### config.mk
export PLATFORM = sky130hd
export DESIGN_NAME = e3_defect_mon
export DESIGN_NICKNAME = d
export VERILOG_FILES = /design/src/rtl/e3_defect_mon.sv
export SDC_FILE = /design/constraint.sdc
export NUM_CORES = 1
export LEC_CHECK = 0
export ABC_AREA = 1
export CORE_ASPECT_RATIO = 1.25
export CORE_MARGIN = 2
export CORE_UTILIZATION = 41
export CTS_CLUSTER_SIZE = 24
export DETAILED_ROUTE_END_ITERATION = 12
export GPL_TIMING_DRIVEN = 0
export PLACE_DENSITY = 0.7
export SLEW_MARGIN = 40
export SYNTH_ARGS = -nofsm -noshare
export SYNTH_HDL_FRONTEND = slang
export SYNTH_SLANG_ARGS = --single-unit
### constraint.sdc
create_clock -name clk -period 2.4 [get_ports clk]
set_input_delay 0.24 -clock clk [delete_from_list [all_inputs] [get_ports clk]]
set_output_delay 0.24 -clock clk [all_outputs]
set_load 0.02 [all_outputs]
### src/rtl/e3_defect_mon.sv
module e3_defect_mon #(
  parameter int LOS_RUN = 32,
  parameter int AIS_MAX = 7,
  parameter int ZCNT_W  = 8
) (
  input  logic       clk,
  input  logic       rst_n,
  input  logic       bit_en,
  input  logic       rx_bit,
  input  logic       frame_start,
  input  logic       liu_los,
  input  logic       reg_wr,
  input  logic       reg_rd,
  input  logic [1:0] reg_addr,
  input  logic [7:0] reg_wdata,
  output logic [7:0] reg_rdata,
  output logic       los,
  output logic       ais,
  output logic       irq
);
  localparam int LW = $clog2(LOS_RUN + 1);
  localparam logic [LW-1:0] RUN_END = LW'(LOS_RUN);
  localparam logic [LW-1:0] RUN_LAST = LW'(LOS_RUN - 1);
  localparam logic [ZCNT_W:0] AIS_LIM = (ZCNT_W + 1)'(AIS_MAX);
  localparam logic [ZCNT_W-1:0] ZMAX = '1;
  localparam logic [1:0] A_MODE = 2'd0, A_STAT = 2'd1, A_INT = 2'd2, A_IEN = 2'd3;

  logic              los_en, int_los, los_r, ais_r, ais_n, los_n;
  logic [LW-1:0]     zrun;
  logic [ZCNT_W-1:0] cur_z, prev_z;
  logic [ZCNT_W:0]   total;
  logic [1:0]        seen, ist, ien, chg;

  wire zero_bit = bit_en & ~rx_bit;
  wire fs       = frame_start & bit_en;
  wire rd_clr   = reg_rd && reg_addr == A_INT;
  wire unused_ok = &{1'b0, reg_wdata[7:4], reg_wdata[2]};

  always_ff @(posedge clk) begin
    if (!rst_n) begin
      zrun    <= '0;
      int_los <= 1'b0;
    end else if (!los_en) begin
      zrun    <= '0;
      int_los <= 1'b0;
    end else if (bit_en) begin
      if (rx_bit) begin
        zrun    <= '0;
        int_los <= 1'b0;
      end else if (zrun != RUN_END) begin
        zrun <= zrun + 1'b1;
        if (zrun == RUN_LAST) int_los <= 1'b1;
      end
    end
  end

  assign total = {1'b0, prev_z} + {1'b0, cur_z};

  always_comb begin
    ais_n = ais_r;
    if (fs && seen == 2'd2) ais_n = (total <= AIS_LIM);
  end

  assign los_n = liu_los | (los_en & int_los);
  assign chg   = {los_n ^ los_r, ais_n ^ ais_r};

  always_ff @(posedge clk) begin
    if (!rst_n) begin
      cur_z  <= '0;
      prev_z <= '0;
      seen   <= '0;
      ais_r  <= 1'b0;
      los_r  <= 1'b0;
      ist    <= '0;
    end else begin
      if (fs) begin
        prev_z <= cur_z;
        cur_z  <= zero_bit ? ZCNT_W'(1) : '0;
        if (seen != 2'd2) seen <= seen + 1'b1;
      end else if (zero_bit && cur_z != ZMAX) begin
        cur_z <= cur_z + 1'b1;
      end
      ais_r <= ais_n;
      los_r <= los_n;
      ist   <= (rd_clr ? 2'b00 : ist) | chg;
    end
  end

  always_ff @(posedge clk) begin
    if (!rst_n) begin
      los_en <= 1'b1;
      ien    <= '0;
    end else if (reg_wr) begin
      if (reg_addr == A_MODE) los_en <= reg_wdata[3];
      if (reg_addr == A_IEN)  ien    <= reg_wdata[1:0];
    end
  end

  always_comb begin
    case (reg_addr)
      A_MODE:  reg_rdata = {4'b0, los_en, 3'b0};
      A_STAT:  reg_rdata = {4'b0, ais_r, 1'b0, los_r, 1'b0};
      A_INT:   reg_rdata = {6'b0, ist};
      default: reg_rdata = {6'b0, ien};
    endcase
  end

  assign los = los_r;
  assign ais = ais_r;
  assign irq = |(ist & ien);


  los_run_chk: assert property (@(posedge clk) disable iff (!rst_n)
    $rose(int_los) |-> zrun == RUN_END);

  los_clear_chk: assert property (@(posedge clk) disable iff (!rst_n)
    bit_en && rx_bit |=> !int_los);

  liu_only_chk: assert property (@(posedge clk) disable iff (!rst_n)
    !los_en && !liu_los |=> !los);

  los_liu_chk: assert property (@(posedge clk) disable iff (!rst_n)
    liu_los |=> los);

  ais_sync_chk: assert property (@(posedge clk) disable iff (!rst_n)
    !$past(frame_start && bit_en) |-> $stable(ais));

  ais_int_chk: assert property (@(posedge clk) disable iff (!rst_n)
    ais != $past(ais) |-> ist[0]);

  los_int_chk: assert property (@(posedge clk) disable iff (!rst_n)
    los != $past(los) |-> ist[1]);

  rdclr_chk: assert property (@(posedge clk) disable iff (!rst_n)
    rd_clr && chg == 2'b00 |=> ist == 2'b00);
endmodule

======== Word-level counts from Yosys, hierarchy flattened ========
Cells that the tools add are included.
W data, S select, Z words.
cells by class
  $lt $le $gt $ge ......................... 1
  add/sub/neg operators ................... 4
  reductions and logical operators ........ 14
  multiplexer cells ....................... 11
  equality and inequality tests ........... 8
  bitwise logic cells ..................... 9
operator list
  cell                   number
  $mux W8                2
  $mux W6                2
  $pmux W4 S3            1
  $reduce_and A2 Y1      5
  $add A8 B8 Y9          1
  $le A9 B3 Y1 const B   1
  $add A8 B1 Y8 const B  1
  $ne A8 B8 Y1 const B   1
  $add A6 B1 Y6 const B  1
  $eq A2 B2 Y1 const B   3
  $eq A6 B5 Y1 const B   1
  $ne A6 B6 Y1 const B   1
  $reduce_bool A2 Y1     3
  $mux W1                5
  $and A1 B1 Y1          3
  $logic_and A1 B1 Y1    3
  $reduce_and A3 Y1      1
  $add A2 B1 Y2 const B  1
  $and A2 B2 Y2          1
  $eq A2 B1 Y1 const B   1
  $logic_not A2 Y1       1
  $mux W2                1
  $ne A2 B2 Y1 const B   1
  $or A2 B2 Y2           1
  other kinds (4)        5
storage, ports and cells
  logic and storage cells ................. 57
  flip-flop bits (word level) ............. 32

======== Depth between registers and ports, before layout ========
  word-level depth ........................ 5
  depth in mapped cells ................... 15
  depth with buffers taken out ............ 15

======== Worst setup path before layout ========
OpenSTA, ideal clock, no wires.
  kind .................................... register -> register
  start ................................... register cur_z[0]
  end ..................................... register ist[0]
  setup slack ............................. 678 ps
  stages on the path, launching flop included .. 14
  arrival ................................. 1603 ps
  required time ........................... 2281 ps
  cells stage by stage .................... dfxtp_1 ha_1 inv_1 fa_1 inv_1 nand3_1 nand2_1 nor2_1 nor2_1 nand2_1 nor2_1 nand2_1 nand3_1 a21oi_2
on the way
  cells in the longest elaborated chain, start to end .. 5
RTL lines
  item                    line  source
  from (decl)             30    logic [ZCNT_W-1:0] cur_z, prev_z;
  from (signal assigned)  78    cur_z <= zero_bit ? ZCNT_W'(1) : '0;
  from (signal assigned)  81    cur_z <= cur_z + 1'b1;
  $add A8 B8 Y9           57    assign total = {1'b0, prev_z} + {1'b0, cur_z};
  $le A9 B3 Y1            61    if (fs && seen == 2'd2) ais_n = (total <= AIS_LIM);
  $mux W1                 61
  $xor A1 B1 Y1           65    assign chg = {los_n ^ los_r, ais_n ^ ais_r};
  $or A2 B2 Y2            85    ist <= (rd_clr ? 2'b00 : ist) | chg;
  to (signal assigned)    85
  to (decl)               32    logic [1:0] seen, ist, ien, chg;
Every way passes these cells.
A chain may end at the register's enable or synchronous reset.

======== Worst setup path in the final report ========
  start ................................... input reg_addr[0]
  end ..................................... output reg_rdata[3]
on the way
  cells in the longest elaborated chain, start to end .. 2
  elaborated cells on any way between the ends .. 4
RTL lines
  item                                  line  source
  from (decl)                           14    input logic [1:0] reg_addr,
  $eq A2 B2 Y1 (tied with other cells)  100   case (reg_addr)
  $pmux W4 S3 (*)                       100
  to (decl)                             16    output logic [7:0] reg_rdata,
Every way passes the cells marked *; elsewhere a longest branch is shown, timed or not.

==> impl_results.md <==
- Status: complete, no violations
- Die area: 5277 um2
- Mapped Area: a little under 2000 um2
- Worst endpoint data arrival time: 1.78 ns
- Number of global-route vias before repair: 1647
- Clk pwr share: 0.375
- Ratio of final minimum period to clock period: 0.8436
- Port bufs: 18
- Pre-antenna DRT Iters: 4
- DR vias: 1739
- Ys async rst share: 0
- Largest net degree at the start of global routing: 11
- Internal power: 874.6 uW
- Final weighted congestion in routability-driven placement: between 0.8 and 0.9
- Yosys top cell area share: 0.3318
- Clock latency on the worst-skew pair: 0.28 ns
- Post-CTS sizing: 0
- Hold Startpoint: seen[0]$_SDFFE_PN0P_
- CP max FO: 5
- R2R Path Start: cur_z[0]$_SDFFE_PN0P_
- Design area: around 2300 um2
- Hold Path Class: flip-flop to flip-flop
- Post-synthesis average cell area: 6.846 um2
- Area contributors post-synth: dfxtp_1, nand2_1, inv_1, ha_1, nand3_1
- Final cell count without fillers: 369
- CTS tree: yes
- Reg power frac: 0.488
- Worst Reg2Reg Path Length in Cells: 14
- DRT Wirelength: between 3 and 4 mm
- Sequential area share after synthesis: 0.3318
- Core Box Area: between 4000 and 5000 um2
- Switch Pwr: between 200 and 300 uW
- RSZ-0062 raised after global routing: no
- Maximum buffer depth of the clock tree: 2
- I/O pin cnt: 29
- Post-DP HPWL: 3.094 mm
- Chip width: between 60 and 70 um
- Peak VDD IR: approximately 0.38 mV
- First-pass GRT wire length: 6.762 mm
- FF+latch count, synth: 32
- Antenna Nets Post-Route: 0
- Critical Path Sink Type: output port
- Yosys top cell by area: dfxtp_1
- DP Area: 2198 um2
- CP Class: primary input to output port
- Post-DR wirelength/cell: 10.56 um
- Worst Setup SP: reg_addr[0]
- Power Density: 505.9 nW/um2
- Gr ovfl total: 0
- Total Routing Usage GR: 0.1648
- TritonCTS Buffers: 5
- EDFF count, synth: 0
- Yosys cell types: 34
- Endpoints failing setup: 0
- Initial antenna violation count: 0
- Clock period minus worst slack: 2.025 ns
- Final Max Tran Viols: 0
- Clock transition at path regs: 0.06 ns
- Switching share of power: 0.2467
- WP data required: 2.16 ns
- Post-CTS setup buffers: 0
- H-Tree Depth: 2
- Startpoint types: primary input
- Nets: about 340
- Logic pwr share: 0.137
- Endpoints failing hold: 0
- Row count: 27
- Area Growth Syn to Fin: 18.86%
- Post-CTS Hold Fix Bufs: 0
- Fin Hold WS: 0.4488 ns
- Max cap viols: 0
- Worst Clk Skew: 0.002633 ns
- Setup_tns: 0 ns
- Cell count after synthesis: 282
- Synth Warn #: 0
- Clock Sinks: 32
- Hold Path Depth: 1
- Starting Density: 0.4329
- DR iter-0 viols: 42
- Number of diodes: 0
- Fmax achieved: 0.4939 GHz
- Leakage: approximately 0.0010 uW
- Inst Count DP: roughly 360
- Root buf cell: clkbuf_8
- Die H: 80.72 um
- DRC: 0
- Layout cell share with drive strength beyond 1: 0.1029
- Drt via density: 4.713
- Top FF cell, synth: dfxtp_1
==> power groups by stage <==
stage               logic [uW]  clock network, uW  registers (uW)
floorplan                  105                  0             576
global placement           158                  0             577
detailed placement         159                  0             578
CTS                        160                447             566
global route               179                463             568
finish                     159                436             566
==> area by class of cell <==
cell class	instances	area [um2]
Fill cell	461	2165
Sequential cell	32	640.6
Tap cell	58	72.57
Buffer	8	48.80
Multi-Input combinational cell	195	1065
Inverter	51	191.4
Clock buffer	7	96.34
Timing Repair Buffer	18	180.2
==> worst max-delay path: stages <==
cell and delay [ns]:
clkdlybuf4s50_1 0.52, inv_1 0.11, o31ai_1 0.25, clkdlybuf4s50_1 0.66
==> flip-flops by register name, summed over array words and instances, names as in the netlist, 2 cells and up <==
register,flops
cur_z,8
seen,2
prev_z,8
ist,2
ien,2
zrun,6
==> cell usage after synthesis, types with 2 or more instances <==
master / instances
a211oi_1: 2
a21oi_1: 21
a21oi_2: 2
buf_4: 5
clkbuf_1: 3
dfxtp_1: 32
ha_1: 12
inv_1: 46
inv_2: 5
nand2_1: 55
nand2_2: 4
nand3_1: 22
nor2_1: 28
nor2_2: 3
nor3_1: 3
nor3_2: 2
nor3b_1: 3
o21ai_0: 15
o22ai_1: 2
xor2_1: 3
==> per-stage QoR <==
step                setup slack (ns)  utilization  total power, uW
finish                        0.3753       0.5146             1161
floorplan                     0.6781            -            680.9
global route                  0.2530       0.5146             1211
detailed placement            0.3912       0.4930            737.1
CTS                           0.3912       0.5146             1173
global placement              0.4192       0.4930            734.8
==> layer usage <==
metal	up-vias	wire length, um	GRT usage
met1	767	1759	0.1830
met2	21	1994	0.3082
met5	-	0	0
met3	5	98	0.02941
met4	0	43	0.06250
li1	946	-	-
==> placed cells by master (no fill, tap or decap), types with 3 or more instances in the layout <==
master,instances
xor2_1,3
nor2_1,28
clkdlybuf4s50_1,18
dfxtp_1,32
nand3_1,22
a21oi_1,21
clkbuf_8,7
clkbuf_1,3
nor3b_1,3
inv_2,5
nor3_1,3
conb_1,5
inv_1,46
nor2_2,3
nand2_1,55
ha_1,12
buf_4,5
o21ai_0,15
nand2_2,4
==> final timing paths <==
check / endpoint / slack (ns)
hold reg to reg: seen[0]$_SDFFE_PN0P_ / 0.45
setup reg to reg: ist[0]$_SDFF_PN0_ / 0.44
setup / recovery: reg_rdata[3] / 0.38
hold / removal: seen[0]$_SDFFE_PN0P_ / 0.45
==> kinds of logic after synthesis <==
kind of cell | count (synthesis) | synth area share
xor gates and xnor gates | 3 | 0.01361
DFF | 32 | 0.3318
buffers and inverters | 59 | 0.1244
adders and majority gates | 13 | 0.08814
and+or+nand+nor | 126 | 0.3014
other | 1 | 0.001942
AOI/OAI and AO/OA | 48 | 0.1387
(Power assumes the default switching activity.)
